`config.mk`:
```
export PLATFORM = sky130hd
export DESIGN_NAME = serial_host_port
export DESIGN_NICKNAME = d
export VERILOG_FILES = /design/src/rtl/shp_pkg.sv /design/src/rtl/shp_frame.sv /design/src/rtl/shp_alarm.sv /design/src/rtl/shp_regs.sv /design/src/rtl/serial_host_port.sv
export SDC_FILE = /design/constraint.sdc
export NUM_CORES = 1
export LEC_CHECK = 0
export BUFFER_PORTS_ARGS = -buffer_cell sky130_fd_sc_hd__buf_2
export CAP_MARGIN = 0
export CORE_MARGIN = 2
export CORE_UTILIZATION = 45
export CTS_CLUSTER_SIZE = 10
export DETAILED_ROUTE_END_ITERATION = 10
export GPL_ROUTABILITY_DRIVEN = 0
export GPL_TIMING_DRIVEN = 0
export SLEW_MARGIN = 20
export SYNTH_ARGS = -nofsm -noshare
export SYNTH_HDL_FRONTEND = slang
export SYNTH_HIERARCHICAL = 1
export SYNTH_SLANG_ARGS = --single-unit
```
`constraint.sdc`:
```
create_clock -name clk -period 3.7 [get_ports clk]
set_input_delay 0.37 -clock clk [delete_from_list [all_inputs] [get_ports clk]]
set_output_delay 0.37 -clock clk [all_outputs]
set_load 0.005 [all_outputs]
```
`src/rtl/shp_pkg.sv`:
```
package shp_pkg;
    localparam int NCH       = 4;
    localparam int ALM_W     = 2;
    localparam int DATA_W    = 8;
    localparam int ADDR_W    = 7;
    localparam int CMD_LEN   = ADDR_W + 1;
    localparam int FRAME_LEN = CMD_LEN + DATA_W;
    localparam int GLB_RW    = 5;
    localparam int SUM_ADDR  = 5;
    localparam int CH_BASE   = 8;
    localparam int CH_STRIDE = 8;
    localparam int OFF_CTL   = 0;
    localparam int OFF_LIVE  = 1;
    localparam int OFF_LAT   = 2;

    typedef struct packed {
        logic              en;
        logic [ADDR_W-1:0] addr;
        logic [DATA_W-1:0] data;
    } wr_req_t;

    typedef struct packed {
        logic              en;
        logic [ADDR_W-1:0] addr;
    } rd_req_t;

    function automatic logic [ADDR_W-1:0] ch_addr(input int ch, input int off);
        return ADDR_W'(CH_BASE + ch * CH_STRIDE + off);
    endfunction

    function automatic logic is_writable(input logic [ADDR_W-1:0] a);
        logic hit;
        hit = (int'(a) < GLB_RW);
        for (int c = 0; c < NCH; c++)
            if (a == ch_addr(c, OFF_CTL)) hit = 1'b1;
        return hit;
    endfunction
endpackage

```
`src/rtl/shp_frame.sv`:
```
module shp_frame
    import shp_pkg::*;
#(
    parameter int P_CMD_LEN = CMD_LEN,
    parameter int P_DATA_W  = DATA_W
) (
    input  logic                clk,
    input  logic                rst,
    input  logic                host_mode,
    input  logic                cs_n,
    input  logic                sclk,
    input  logic                sdi,
    output rd_req_t             rd_req,
    input  logic [P_DATA_W-1:0] rd_data,
    output wr_req_t             wr_req,
    output logic                sdo,
    output logic                sdo_oe
);
    localparam int LEN   = P_CMD_LEN + P_DATA_W;
    localparam int CNT_W = $clog2(LEN + 1);
    localparam int IDX_W = $clog2(P_DATA_W);

    logic [2:0] cs_sy, ck_sy;
    logic [1:0] di_sy;
    logic       cs_hi, cs_rise, ck_rise, ck_fall, di;

    logic [CNT_W-1:0]     cnt;
    logic [P_CMD_LEN-1:0] cmd;
    logic [P_DATA_W-1:0]  wdat, rd_buf;
    logic                 cap, sdo_q, oe_q;
    wr_req_t              wr_q;
    logic [CNT_W-1:0]     rel;
    logic [IDX_W-1:0]     bidx;

    always_ff @(posedge clk) begin
        if (rst) begin
            cs_sy <= '1;
            ck_sy <= '0;
            di_sy <= '0;
        end else begin
            cs_sy <= {cs_sy[1:0], cs_n};
            ck_sy <= {ck_sy[1:0], sclk};
            di_sy <= {di_sy[0], sdi};
        end
    end

    assign cs_hi   = cs_sy[1];
    assign cs_rise = cs_sy[1] & ~cs_sy[2];
    assign ck_rise = ck_sy[1] & ~ck_sy[2];
    assign ck_fall = ~ck_sy[1] & ck_sy[2];
    assign di      = di_sy[1];
    assign rel     = cnt - CNT_W'(P_CMD_LEN);
    assign bidx    = rel[IDX_W-1:0];

    always_ff @(posedge clk) begin
        if (rst) begin
            cnt    <= '0;
            cmd    <= '0;
            wdat   <= '0;
            rd_buf <= '0;
            cap    <= 1'b0;
            sdo_q  <= 1'b0;
            oe_q   <= 1'b0;
            wr_q   <= '0;
        end else begin
            cap     <= 1'b0;
            wr_q.en <= 1'b0;
            if (!host_mode || cs_hi) begin
                cnt   <= '0;
                oe_q  <= 1'b0;
                sdo_q <= 1'b0;
                if (host_mode && cs_rise && cnt == CNT_W'(LEN) && !cmd[P_CMD_LEN-1]) begin
                    wr_q.en   <= 1'b1;
                    wr_q.addr <= cmd[P_CMD_LEN-2:0];
                    wr_q.data <= wdat;
                end
            end else begin
                if (ck_rise && cnt < CNT_W'(LEN)) begin
                    cnt <= cnt + 1'b1;
                    if (cnt < CNT_W'(P_CMD_LEN))
                        cmd <= {cmd[P_CMD_LEN-2:0], di};
                    else
                        wdat <= {di, wdat[P_DATA_W-1:1]};
                    if (cnt == CNT_W'(P_CMD_LEN - 1))
                        cap <= 1'b1;
                end
                if (ck_fall && cmd[P_CMD_LEN-1] &&
                    cnt >= CNT_W'(P_CMD_LEN) && cnt < CNT_W'(LEN)) begin
                    sdo_q <= rd_buf[bidx];
                    oe_q  <= 1'b1;
                end
            end
            if (cap && cmd[P_CMD_LEN-1])
                rd_buf <= rd_data;
        end
    end

    assign rd_req.en   = cap & cmd[P_CMD_LEN-1];
    assign rd_req.addr = cmd[P_CMD_LEN-2:0];
    assign wr_req      = wr_q;
    assign sdo         = sdo_q;
    assign sdo_oe      = oe_q;

    p_cnt_bound_r5: assert property (@(posedge clk) disable iff (rst)
        cnt <= CNT_W'(LEN));
    p_oe_off_r4: assert property (@(posedge clk) disable iff (rst)
        cs_hi |=> !oe_q);
    p_sdo_edge_r4: assert property (@(posedge clk) disable iff (rst)
        (oe_q && $past(oe_q) && !$stable(sdo_q)) |-> $past(ck_fall));
    p_wr_full_r3: assert property (@(posedge clk) disable iff (rst)
        wr_q.en |-> $past(cnt) == CNT_W'(LEN));
    p_hw_idle_r10: assert property (@(posedge clk) disable iff (rst)
        !host_mode |=> (cnt == '0 && !oe_q));
endmodule

```
`src/rtl/shp_alarm.sv`:
```
module shp_alarm
    import shp_pkg::*;
#(
    parameter int P_ALM_W = ALM_W
) (
    input  logic               clk,
    input  logic               rst,
    input  logic [P_ALM_W-1:0] alm,
    input  logic               clr,
    output logic [P_ALM_W-1:0] latch
);
    logic [P_ALM_W-1:0] prev, lat_q, chg;

    assign chg = alm ^ prev;

    always_ff @(posedge clk) begin
        if (rst) begin
            prev  <= '0;
            lat_q <= '0;
        end else begin
            prev  <= alm;
            lat_q <= (lat_q & ~{P_ALM_W{clr}}) | chg;
        end
    end

    assign latch = lat_q;

    p_chg_latch_r7: assert property (@(posedge clk) disable iff (rst)
        (alm != prev) |=> (lat_q != '0));
    p_clr_empty_r8: assert property (@(posedge clk) disable iff (rst)
        (clr && alm == prev) |=> (lat_q == '0));
endmodule

```
`src/rtl/shp_regs.sv`:
```
module shp_regs
    import shp_pkg::*;
#(
    parameter int P_NCH    = NCH,
    parameter int P_ALM_W  = ALM_W,
    parameter int P_GLB_RW = GLB_RW
) (
    input  logic                        clk,
    input  logic                        rst,
    input  wr_req_t                     wr_req,
    input  rd_req_t                     rd_req,
    output logic [DATA_W-1:0]           rd_data,
    input  logic [P_NCH*P_ALM_W-1:0]    alarm_in,
    output logic                        irq_any,
    output logic [P_GLB_RW*DATA_W-1:0]  glb_cfg,
    output logic [P_NCH*DATA_W-1:0]     ch_cfg
);
    logic [DATA_W-1:0]  glb_q [P_GLB_RW];
    logic [DATA_W-1:0]  ch_q  [P_NCH];
    logic [P_ALM_W-1:0] lat   [P_NCH];
    logic [P_NCH-1:0]   clr, pend;

    always_ff @(posedge clk) begin
        if (rst) begin
            for (int g = 0; g < P_GLB_RW; g++) glb_q[g] <= '0;
            for (int c = 0; c < P_NCH; c++)    ch_q[c]  <= '0;
        end else if (wr_req.en) begin
            for (int g = 0; g < P_GLB_RW; g++)
                if (wr_req.addr == ADDR_W'(g)) glb_q[g] <= wr_req.data;
            for (int c = 0; c < P_NCH; c++)
                if (wr_req.addr == ch_addr(c, OFF_CTL)) ch_q[c] <= wr_req.data;
        end
    end

    for (genvar c = 0; c < P_NCH; c++) begin : g_ch
        assign clr[c]  = rd_req.en && rd_req.addr == ch_addr(c, OFF_LAT);
        assign pend[c] = |lat[c];
        assign ch_cfg[c*DATA_W +: DATA_W] = ch_q[c];
        shp_alarm #(.P_ALM_W(P_ALM_W)) i_alarm (
            .clk   (clk),
            .rst   (rst),
            .alm   (alarm_in[c*P_ALM_W +: P_ALM_W]),
            .clr   (clr[c]),
            .latch (lat[c])
        );
    end

    for (genvar g = 0; g < P_GLB_RW; g++) begin : g_glb
        assign glb_cfg[g*DATA_W +: DATA_W] = glb_q[g];
    end

    always_comb begin
        rd_data = '0;
        for (int g = 0; g < P_GLB_RW; g++)
            if (rd_req.addr == ADDR_W'(g)) rd_data = glb_q[g];
        if (rd_req.addr == ADDR_W'(SUM_ADDR)) rd_data = DATA_W'(pend);
        for (int c = 0; c < P_NCH; c++) begin
            if (rd_req.addr == ch_addr(c, OFF_CTL))  rd_data = ch_q[c];
            if (rd_req.addr == ch_addr(c, OFF_LIVE)) rd_data = DATA_W'(alarm_in[c*P_ALM_W +: P_ALM_W]);
            if (rd_req.addr == ch_addr(c, OFF_LAT))  rd_data = DATA_W'(lat[c]);
        end
    end

    assign irq_any = |pend;

    p_ro_stable_r11: assert property (@(posedge clk) disable iff (rst)
        (wr_req.en && !is_writable(wr_req.addr)) |=> ($stable(glb_cfg) && $stable(ch_cfg)));
    p_one_clear_r8: assert property (@(posedge clk) disable iff (rst)
        $onehot0(clr));
endmodule

```
`src/rtl/serial_host_port.sv`:
```
module serial_host_port
    import shp_pkg::*;
#(
    parameter int P_NCH    = NCH,
    parameter int P_ALM_W  = ALM_W,
    parameter int P_GLB_RW = GLB_RW
) (
    input  logic                       clk,
    input  logic                       rst,
    input  logic                       host_mode,
    input  logic                       cs_n,
    input  logic                       sclk,
    input  logic                       sdi,
    input  logic [P_NCH*P_ALM_W-1:0]   alarm_in,
    output logic                       sdo,
    output logic                       sdo_oe,
    output logic                       irq_n,
    output logic                       mute_dis,
    output logic [P_GLB_RW*DATA_W-1:0] glb_cfg,
    output logic [P_NCH*DATA_W-1:0]    ch_cfg
);
    rd_req_t           rd_req;
    wr_req_t           wr_req;
    logic [DATA_W-1:0] rd_data;
    logic              irq_any;

    shp_frame i_frame (
        .clk       (clk),
        .rst       (rst),
        .host_mode (host_mode),
        .cs_n      (cs_n),
        .sclk      (sclk),
        .sdi       (sdi),
        .rd_req    (rd_req),
        .rd_data   (rd_data),
        .wr_req    (wr_req),
        .sdo       (sdo),
        .sdo_oe    (sdo_oe)
    );

    shp_regs #(.P_NCH(P_NCH), .P_ALM_W(P_ALM_W), .P_GLB_RW(P_GLB_RW)) i_regs (
        .clk      (clk),
        .rst      (rst),
        .wr_req   (wr_req),
        .rd_req   (rd_req),
        .rd_data  (rd_data),
        .alarm_in (alarm_in),
        .irq_any  (irq_any),
        .glb_cfg  (glb_cfg),
        .ch_cfg   (ch_cfg)
    );

    assign irq_n    = ~(host_mode & irq_any);
    assign mute_dis = host_mode ? glb_cfg[0] : sdi;

    p_hw_quiet_r10: assert property (@(posedge clk) disable iff (rst)
        !host_mode |-> (irq_n && !sdo_oe));
    p_oe_read_r4: assert property (@(posedge clk) disable iff (rst)
        $rose(sdo_oe) |-> !cs_n);
endmodule

```
==> results of run 1 <==
flip-flops by register name (all words and copies together), names as in the netlist, 5 cells and up:
register	cells
i_frame/wdat	8
i_frame/cnt	5
i_frame/rd_buf	8
i_regs/ch_q	32
i_frame/cmd	8
i_frame/wr_req	16
i_regs/g_ch.i_alarm/latch	8
i_regs/g_ch.i_alarm/prev	8
i_regs/glb_q	40
per-layer routing:
metal / GRT usage / vias to the layer above / wire [um]
li1: - / 2440 / -
met1: 0.315 / 2600 / 8120
met5: 0 / - / 0
met2: 0.360 / 183 / 8400
met3: 0.0558 / 25 / 910
met4: 0.0720 / 0 / 319
worst max-delay path: cells and delay by family (launching register included):
| family | cells | cell delay (ns) |
|---|---|---|
| AOI/OAI and AO/OA | 2 | 0.36 |
| DFF | 1 | 0.35 |
| buffers and inverters | 4 | 0.75 |
| and+or+nand+nor | 3 | 0.99 |
final cells by class:
type / count / area (um2)
inverter: 10 / 37.5
buffer: 40 / 231
clock buffer: 17 / 425
clock inverter: 15 / 196
timing repair buffer: 89 / 445
sequential: 144 / 3600
tap: 184 / 230
fill: 1287 / 6540
multi-input combinational: 414 / 2660
stage by stage:
step | cell area [um2] | total power, mW | instances | worst slack [ns]
after global placement | 7210 | 1.94 | 881 | 1.25
final | 7830 | 3.72 | 913 | 1.16
after global routing | 7830 | 3.83 | 913 | 1.08
after CTS | 7830 | 3.74 | 913 | 1.24
after detailed placement | 7210 | 1.95 | 881 | 1.26
after floorplan | 6530 | 1.85 | 608 | 1.80
worst max path at each step:
stage	to	cells past startpoint	slack, ns	start
2_1_floorplan	i_frame/rd_buf[0]	10	1.80	i_frame/cmd[0]
3_3_place_gp	i_frame/rd_buf[0]	10	1.25	i_frame/cmd[1]
3_5_place_dp	i_frame/rd_buf[6]	9	1.26	i_frame/cmd[1]
4_1_cts	i_frame/rd_buf[2]	9	1.24	i_frame/cmd[0]
5_1_grt	i_frame/rd_buf[7]	9	1.08	i_frame/cmd[0]
6_report	i_frame/rd_buf[7]	9	1.16	i_frame/cmd[0]
layout by cell type (no fill, tap or decap), types with 3 or more instances in the layout:
cell type and n:
and2_1 44, edfxtp_1 72, a211oi_2 3, clkbuf_1 15, nor4_1 5, xnor2_1 10
nor4bb_1 6, clkbuf_16 17, and4b_1 3, nor3b_1 5, nor2_1 28, mux2i_1 6
nor2b_1 19, o32ai_1 4, nand2_1 34, dfxtp_1 72, inv_6 5, buf_4 8
inv_1 10, or2_2 5, o21ai_0 34, nand3_1 43, nor3b_2 3, buf_6 5
nand2b_1 19, nor3_2 3, a22oi_1 11, o22ai_1 3, nor3_1 5, a221oi_1 8
bufinv_16 3, and3_1 4, mux4_2 7, a21oi_1 62, inv_8 3, buf_2 99
o21ai_1 9
power groups by stage:
stage	logic (mW)	clock network [mW]	registers, mW
floorplan	0.0643	0	1.79
finish	0.147	1.81	1.76
global placement	0.145	0	1.80
detailed placement	0.147	0	1.80
global route	0.160	1.89	1.77
CTS	0.148	1.83	1.76
kinds of logic after synthesis:
kind of cell,synth area share
AOI/OAI and AO/OA,0.132
xor gates and xnor gates,0.0134
adders and majority gates,0.00383
buffers and inverters,0.0412
DFF,0.552
muxes,0.0374
and+or+nand+nor,0.220
==> metrics.md, run 1 <==
| Metric | Value |
|---|---|
| Status | completed |
| CTS tree | yes |
| Vias in the first global route | about 5000 |
| Syn nets | 624 |
| Post-CTS sizing | 0 |
| Fin Hold WS | between 0.1 and 0.15 ns |
| Vias per Instance | 5.75 |
| P_int | 2.87 mW |
| PortBufs | slightly below 90 |
| Final period utilization | 0.686 |
| Die width | around 120 um |
| CTS H-tree depth | 4 |
| Tightest Pin Transition | 1.01 ns |
| Synthesized area | 6530 um2 |
| Sinks on the clock net | around 140 |
| Crit path kind | reg -> reg |
| Final WL | 17.8 mm |
| Seq pwr share | 0.475 |
| Seq cells post-synth | approximately 140 |
| Grt ovf | 0 |
| Critical R2R Launch | i_frame/cmd[0] |
| Final Util | 0.545 |
| Combinational power share | 0.039 |
| Switch Pwr | approximately 0.84 mW |
| Post-synthesis async set-or-reset flop share | 0 |
| Synthesized area per cell | ~11 um2 |
| GRT Total Usage | 0.229 |
| Pin count of the biggest net entering global routing | 25 |
| Worst clock skew | approximately 0.012 ns |
| Clock-pin slew on the worst setup and hold paths | about 0.070 ns |
| Clock Power Share | 0.486 |
| Hold Buf Count CTS | 0 |
| Critical path's most frequent cell | buf_2 |
| Fin crit period | between 2 and 3 ns |
| Total CTS buffers | 17 |
| Max Clk Rate | 394 MHz |
| Antenna cells | 0 |
| Die H | between 100 and 150 um |
| I/O pins | 90 |
| Worst min path class | in -> reg |
| Switch share | 0.227 |
| Hold Path Cell Cnt | 2 |
| CP required | ~4 ns |
| Reg2reg end | i_frame/rd_buf[7] |
| Initial DRC count | between 400 and 500 |
| Starting Density | 0.455 |
| Clock Path Buffers | 2 |
| Register area share after synthesis | 0.552 |
| Hold Crit Start | cs_n |
| Vias after detailed routing | 5248 |
| Max-Cap Viols | 0 |
| TNS Setup | 0 ns |
| CP peak stage delay | around 0.70 ns |
| Worst slew slack as a fraction of its limit | 0.324 |
| Unique masters post-synth | 59 |
| Area contributors post-synth | edfxtp_1 33%, dfxtp_1 22%, a21oi_1 4.8%, and2_1 4.2%, nand3_1 3.3% |
| Drt drc | 0 |
| Total core area | 14400 um2 |
| Reg2reg setup slack | ~1.2 ns |
| Post-synth EDFFs | approximately 70 |
| Avg WL per Cell | between 15 and 20 um |
| Final ANT Viol Nets | 0 |
| Top FF cell, synth | edfxtp_1 |
| Final setup fails | 0 |
| DP HPWL | ~13 mm |
| Syn Inst Count | between 600 and 700 |
| Core Rows | 44 |
| Number of synthesis warnings | 6 |
| Nets | 732 |
| Layout cell share with drive strength beyond 1 | 0.240 |
| Synth-to-layout area growth | 19.9% |
| Worst skew pair latency | around 0.43 ns |
| Fin. max-slew vios | 0 |
| Critical Path, Cell by Cell | buf_4, buf_6, buf_2, buf_2, nor3_1, a22oi_1, nand2_1, nand3_1, a21oi_1 |
| TritonRoute pass-1 iters | 5 |
| Commonest cells post-synth | 72 x dfxtp_1, 72 x edfxtp_1, 62 x a21oi_1 |
| Yosys top cell area share | 0.331 |
| RSZ-0062 raised after global routing | no |
| VDD IR max | around 330 uV |
| Setup Fix Bufs, Post-CTS | 0 |
| Power Density | approximately 470 nW/um2 |
| Slowest cell on the critical path | nor3_1 |
| Initial antenna violation count | 0 |
| Startpoint type of the worst setup path | register |
| DIE AREA | 15500 um2 |
| Hold path endpoint | i_frame/cs_sy[0] |
| Global-route wire length before repair | ~28 mm |
| P_leak | just under 3 nW |
| Clock root buffer | clkbuf_16 |
| Synth area leader | edfxtp_1 |
| Worst-case reg-to-reg path depth | 9 |
| Worst setup EP type | register |
| Crit path max fanout | 10 |
| Final hold violation count | 0 |
| CP arrival | 2.88 ns |
No activity file was read; power rests on OpenSTA's default activity.
==> run 2: changes to the inputs <==
--- a/config.mk
+++ b/config.mk
@@ -5,6 +5,7 @@
 export SDC_FILE = /design/constraint.sdc
 export NUM_CORES = 1
 export LEC_CHECK = 0
+export ABC_AREA = 1
 export BUFFER_PORTS_ARGS = -buffer_cell sky130_fd_sc_hd__buf_2
 export CAP_MARGIN = 0
 export CORE_MARGIN = 2
@@ -13,6 +14,7 @@
 export DETAILED_ROUTE_END_ITERATION = 10
 export GPL_ROUTABILITY_DRIVEN = 0
 export GPL_TIMING_DRIVEN = 0
+export PLACE_DENSITY = 0.68
 export SLEW_MARGIN = 20
 export SYNTH_ARGS = -nofsm -noshare
 export SYNTH_HDL_FRONTEND = slang
==> constraint.sdc (replaced) <==
create_clock -name clk -period 2.2 [get_ports clk]
set_input_delay 0.22 -clock clk [delete_from_list [all_inputs] [get_ports clk]]
set_output_delay 0.22 -clock clk [all_outputs]
set_load 0.005 [all_outputs]
==> metrics.md, run 2 <==
| Metric | Value |
|---|---|
| Seq pwr share | 0.493 |
| Initial antenna violation count | 0 |
| RSZ-0062 raised after global routing | yes |
| Fin. max-slew vios | 0 |
| Tightest Pin Transition | about 0.93 ns |
| Die width | between 100 and 150 um |
| Vias after detailed routing | approximately 5400 |
| Register area share after synthesis | 0.563 |
| Total core area | 13900 um2 |
| Core Rows | 43 |
| Worst skew pair latency | ~0.42 ns |
| Combinational power share | 0.054 |
| Synth area leader | edfxtp_1 |
| Clock-pin slew on the worst setup and hold paths | around 0.06 ns |
| Grt ovf | 0 |
| Crit path from | i_frame/cmd[6] |
| Max-Cap Viols | 0 |
| Worst setup margin | 0.105 ns |
| Syn Inst Count | about 750 |
| Clock Power Share | 0.453 |
| Clock root buffer | clkbuf_16 |
| GRT Total Usage | 0.220 |
| Final Util | 0.560 |
| PortBufs | about 90 |
| Vias per Instance | 5.10 |
| Crit path kind | reg -> reg |
| Synthesized area | 6400 um2 |
| Switch Pwr | roughly 1.3 mW |
| Total CTS buffers | 17 |
| P_leak | approximately 3.2 nW |
| Pin count of the biggest net entering global routing | 17 |
| Final ANT Viol Nets | 0 |
| Reg2reg setup slack | 0.11 ns |
| Final setup fails | 0 |
| Worst min path class | in -> reg |
| Top-count cell post-synth | nand2_1 |
| Switch share | 0.223 |
| Final hold violation count | 0 |
| Startpoint type of the worst setup path | register |
| Worst slew slack as a fraction of its limit | 0.376 |
| Commonest cells after routing, fill and taps aside | 145 x nand2_1, 107 x inv_1, 107 x nor2_1 |
| Cells after DPL | around 1000 |
| Commonest non-fill, non-tap cell in the layout | nand2_1 |
| Post-route insts no fill | roughly 1100 |
| CP arrival | between 2 and 2.5 ns |
| Commonest cells post-synth | 146 x nand2_1, 108 x inv_1, 108 x nor2_1 |
| Post-synth EDFFs | 72 |
| CTS H-tree depth | 4 |
| Layout cell share with drive strength beyond 1 | 0.219 |
| Final period utilization | 0.952 |
| DIE AREA | approximately 15000 um2 |
| Fillers | about 1200 |
| P_int | ~4.7 mW |
| Worst setup EP type | register |
| Fin crit period | approximately 2.1 ns |
| Antenna cells | 0 |
| Synth-to-layout area growth | 21.5% |
| Max Clk Rate | between 400 and 500 MHz |
| Crit path max fanout | 7 |
| Area contributors post-synth | edfxtp_1 34%, dfxtp_1 23%, nand2_1 8.6%, inv_1 6.3%, nor2_1 6.3% |
| Die H | 123 um |
| Avg WL per Cell | 15.4 um |
| Register with the most flip-flops | i_regs/glb_q |
| Drt drc | 0 |
| CTS tree | yes |
| Sinks on the clock net | 144 |
| Critical R2R Launch | i_frame/cmd[6] |
| Power Density | between 700 and 800 nW/um2 |
| Number of synthesis warnings | 6 |
| CP required | 2.55 ns |
| Final instance area | 7780 um2 |
| Worst clock skew | 0.00737 ns |
| DP HPWL | 12.2 mm |
| Unique masters post-synth | 36 |
| Syn nets | around 760 |
| Initial DRC count | around 600 |
| Largest register FFs | 40 |
| VDD IR max | about 630 uV |
| Vias in the first global route | about 4800 |
| Post-synthesis async set-or-reset flop share | 0 |
| Top FF cell, synth | edfxtp_1 |
| I/O pins | 90 |
| Starting Density | 0.461 |
| Status | completed |
| Synthesized area per cell | ~8.6 um2 |
| Reg2reg end | i_frame/rd_buf[5] |
| Yosys top cell area share | 0.338 |
| TritonRoute pass-1 iters | 5 |
| Clock Path Buffers | 2 |
| Setup crit end | i_frame/rd_buf[5] |
| Nets | slightly below 900 |
| Final WL | approximately 16 mm |
| Global-route wire length before repair | around 25 mm |
| Placed cell area | between 7000 and 8000 um2 |
| Worst-case reg-to-reg path depth | 12 |
| DP Worst Slack | -0.0349 ns |
| Seq cells post-synth | 144 |
| Hold Crit Start | sdi |
==> run 2: changes by cell type in the layout (fill, tap and decap cells not counted), moves of 12 or more <==
| cell | delta |
|---|---|
| nor2b_1 | -19 |
| nand4_1 | +12 |
| nor2_1 | +79 |
| and2_1 | -44 |
| nand2_1 | +111 |
| nand3_1 | +13 |
| a21oi_1 | -13 |
| inv_1 | +97 |
| nand2b_1 | -19 |
==> run 2: worst min path at each step <==
| stage | slack [ns] | end | cells after the start |
|---|---|---|---|
| after CTS | 0.04 | i_frame/di_sy[0] | 3 |
| after detailed placement | 0.40 | i_frame/ck_sy[1] | 2 |
| after floorplan | 0.29 | i_regs/g_ch[0].i_alarm/prev[0] | 1 |
| final | 0.05 | i_frame/di_sy[0] | 3 |
| after global placement | 0.39 | i_frame/di_sy[1] | 2 |
| after global routing | 0.05 | i_regs/g_ch[0].i_alarm/prev[0] | 3 |
==> run 2: metrics by stage <==
stage | setup TNS, ns | hold WS, ns | total power [mW]
detailed placement | -0.0349 | 0.397 | 3.34
floorplan | 0 | 0.292 | 3.17
global placement | -3.72 | 0.392 | 3.33
global route | -0.0755 | 0.0538 | 6.22
finish | 0 | 0.0548 | 6.03
CTS | 0 | 0.0397 | 6.05
==> run 2: power by group through the flow <==
stage               clock, mW  combinational, mW  sequential [mW]
CTS                      2.76              0.321             2.97
global placement            0              0.312             3.02
floorplan                   0              0.160             3.01
finish                   2.73              0.325             2.97
detailed placement          0              0.317             3.02
global route             2.88              0.364             2.98
==> run 2: timing repair <==
action                                  in CTS  in global routing
endpoints found under the hold margin        2                  0
gates resized for setup                      0                 19
pin swaps                                    1                  5
hold buffers                                 2                  0
setup buffers                                1                  4
endpoints found under the setup margin       2                  7
==> run 2: worst max-delay path: stages, from the launching register on <==
cell and delay, ns:
dfxtp_1 0.33, buf_4 0.15, inv_2 0.09, nand2_4 0.06, nor2_4 0.26, buf_6 0.17, buf_4 0.14, nand3_1 0.08
a41oi_1 0.31, a221oi_2 0.08, nand3_1 0.13, o21ai_0 0.10, a21oi_1 0.13
==> run 2: layer usage <==
layer,GRT usage,share of wire,vias up
li1,-,-,2645
met1,0.294,0.44,2531
met2,0.351,0.48,191
met3,0.0420,0.057,26
met4,0.0902,0.021,0
met5,0,0,-
==> run 2: layout make-up <==
type / instances / area [um2] / share of cell area
buffer: 24 / 178 / 0.0228
inverter: 120 / 458 / 0.0589
multi-input combinational: 460 / 2230 / 0.287
timing repair buffer: 97 / 508 / 0.0653
sequential: 144 / 3600 / 0.463
clock inverter: 9 / 52.6 / 0.00675
clock buffer: 23 / 520 / 0.0669
tap: 180 / 225 / 0.0289
==> run 2: logic make-up after synthesis <==
| kind of cell | after synthesis | share of synthesized area |
|---|---|---|
| and+or+nand+nor | 363 | 0.255 |
| buffers and inverters | 144 | 0.0981 |
| DFF | 144 | 0.563 |
| AOI/OAI and AO/OA | 95 | 0.0807 |
| adders and majority gates | 2 | 0.00391 |
==> run 3: changes to the inputs <==
--- a/config.mk
+++ b/config.mk
@@ -9,12 +9,11 @@
 export BUFFER_PORTS_ARGS = -buffer_cell sky130_fd_sc_hd__buf_2
 export CAP_MARGIN = 0
 export CORE_MARGIN = 2
-export CORE_UTILIZATION = 45
+export CORE_UTILIZATION = 35
 export CTS_CLUSTER_SIZE = 10
 export DETAILED_ROUTE_END_ITERATION = 10
 export GPL_ROUTABILITY_DRIVEN = 0
 export GPL_TIMING_DRIVEN = 0
-export PLACE_DENSITY = 0.68
 export SLEW_MARGIN = 20
 export SYNTH_ARGS = -nofsm -noshare
 export SYNTH_HDL_FRONTEND = slang
==> metrics.md, run 3 (synthesized netlist as in run 2, its figures left out) <==
| Metric | Value |
|---|---|
| Seq pwr share | 0.487 |
| Drt drc | 0 |
| Initial antenna violation count | 0 |
| Total CTS buffers | 17 |
| Switch share | 0.252 |
| Status | completed |
| Worst skew pair latency | 0.42 ns |
| P_int | ~4.6 mW |
| DIE AREA | roughly 19000 um2 |
| Die H | 139 um |
| P_leak | between 3 and 4 nW |
| Power, Total | 6.09 mW |
| Vias per Instance | around 4.8 |
| Largest register FFs | 40 |
| Clock Power Share | 0.458 |
| CP peak stage delay | around 0.33 ns |
| Commonest cells after routing, fill and taps aside | 144 x nand2_1, 108 x nor2_1, 107 x inv_1 |
| VDD IR max | ~510 uV |
| Pin count of the biggest net entering global routing | 18 |
| GRT Total Usage | 0.175 |
| CTS tree | yes |
| Vias in the first global route | about 5100 |
| TritonRoute pass-1 iters | 5 |
| Worst setup margin | a little under 0.05 ns |
| Final period utilization | 0.978 |
| Fin crit period | 2.15 ns |
| Die width | around 140 um |
| Sinks on the clock net | 144 |
| Switch Pwr | between 1.5 and 2 mW |
| Fillers | between 1500 and 2000 |
| Post-route insts no fill | between 1000 and 1500 |
| Initial DRC count | 338 |
| Fin. max-slew vios | 0 |
| Vias after detailed routing | between 5000 and 6000 |
| Worst setup EP type | register |
| Max-Cap Viols | 0 |
| Worst clock skew | 0.00756 ns |
| Nets | ~900 |
| Core Rows | 49 |
| Crit path max fanout | 3 |
| Total core area | 18000 um2 |
| I/O pins | 90 |
| Power Density | slightly below 800 nW/um2 |
| Startpoint type of the worst setup path | register |
| Antenna cells | 0 |
| Grt ovf | 0 |
| RSZ-0062 raised after global routing | yes |
| Synth-to-layout area growth | 22.7% |
| Final setup fails | 0 |
| Commonest non-fill, non-tap cell in the layout | nand2_1 |
| Cells after DPL | 1068 |
| Avg WL per Cell | ~15 um |
| Crit path kind | reg -> reg |
| Final Util | 0.438 |
| Starting Density | 0.356 |
| CP required | between 2 and 2.5 ns |
| Worst min path class | in -> reg |
| Clock Path Buffers | 2 |
| Max Clk Rate | approximately 460 MHz |
| Tightest Pin Transition | between 0.9 and 1 ns |
| Final hold violation count | 0 |
| Register with the most flip-flops | i_regs/glb_q |
| Final WL | 16.7 mm |
| Clock-pin slew on the worst setup and hold paths | ~0.070 ns |
| DP Worst Slack | -0.131 ns |
| Layout cell share with drive strength beyond 1 | 0.225 |
| Critical Path, Cell by Cell | buf_4, inv_1, nand2_1, nor3_4, inv_2, nor2_1, a41oi_2, a221oi_2, nand3_1, o21ai_0, a21oi_1 |
| Combinational power share | 0.055 |
| TNS Setup | 0 ns |
| PortBufs | 89 |
| Global-route wire length before repair | roughly 27 mm |
| DP HPWL | between 10 and 15 mm |
| CTS H-tree depth | 4 |
| Slowest cell on the critical path | dfxtp_1 |
| CP arrival | 2.44 ns |
| Worst slew slack as a fraction of its limit | 0.384 |
| Final ANT Viol Nets | 0 |
| Clock root buffer | clkbuf_16 |
==> run 3: final timing paths <==
path	startpoint	cells past startpoint	slack, ns	endpoint
worst max-delay path	i_frame/cmd[3]	11	0.05	i_frame/rd_buf[5]
worst max register to register	i_frame/cmd[3]	11	0.05	i_frame/rd_buf[5]
worst min register to register	i_frame/ck_sy[0]	2	0.40	i_frame/ck_sy[1]
worst min-delay path	sdi	3	0.05	i_frame/di_sy[0]
==> run 3: per-layer routing <==
metal	track usage	wire length, um	vias up
met5	0	0	-
met4	0.0595	218	0
met3	0.0323	719	18
met2	0.289	8150	130
met1	0.232	7640	2471
li1	-	-	2661
==> run 3: through the flow <==
stage | area [um2] | hold WS, ns
floorplan | 6400 | 0.292
global route | 7860 | 0.0526
detailed placement | 7160 | 0.398
finish | 7860 | 0.0498
global placement | 7140 | 0.391
CTS | 7770 | 0.0357
==> run 3: repair_timing <==
| action | 4_1_cts | 5_1_grt |
|---|---|---|
| buffers inserted | 1 | 3 |
| hold buffers | 2 | 0 |
| endpoints found under the setup margin | 2 | 8 |
| gates resized for setup | 1 | 21 |
| pin swaps | 1 | 8 |
| hold endpoints to repair | 2 | 0 |
| gates cloned | 0 | 0 |
==> run 3: layout make-up <==
cell class                      count  area, um2  area share
Sequential cell                   144       3610       0.459
Multi-Input combinational cell    460       2230       0.284
Timing Repair Buffer               97        512      0.0651
Inverter                          120        460      0.0586
Clock buffer                       17        425      0.0541
Tap cell                          229        287      0.0365
Buffer                             24        178      0.0226
Clock inverter                     15        159      0.0202
==> run 3: power by group through the flow <==
stage / sequential, mW / combinational (mW) / clock (mW)
after floorplan: 3.01 / 0.160 / 0
after global placement: 3.02 / 0.320 / 0
after detailed placement: 3.02 / 0.326 / 0
after CTS: 2.96 / 0.330 / 2.85
after global routing: 2.97 / 0.373 / 2.95
final: 2.96 / 0.332 / 2.79
==> run 3: critical path, delay by kind of cell (launching register included) <==
kind            cells  cell delay [ns]
compound gates      4             0.58
flops               1             0.33
buf+inv             3             0.33
simple gates        4             0.79
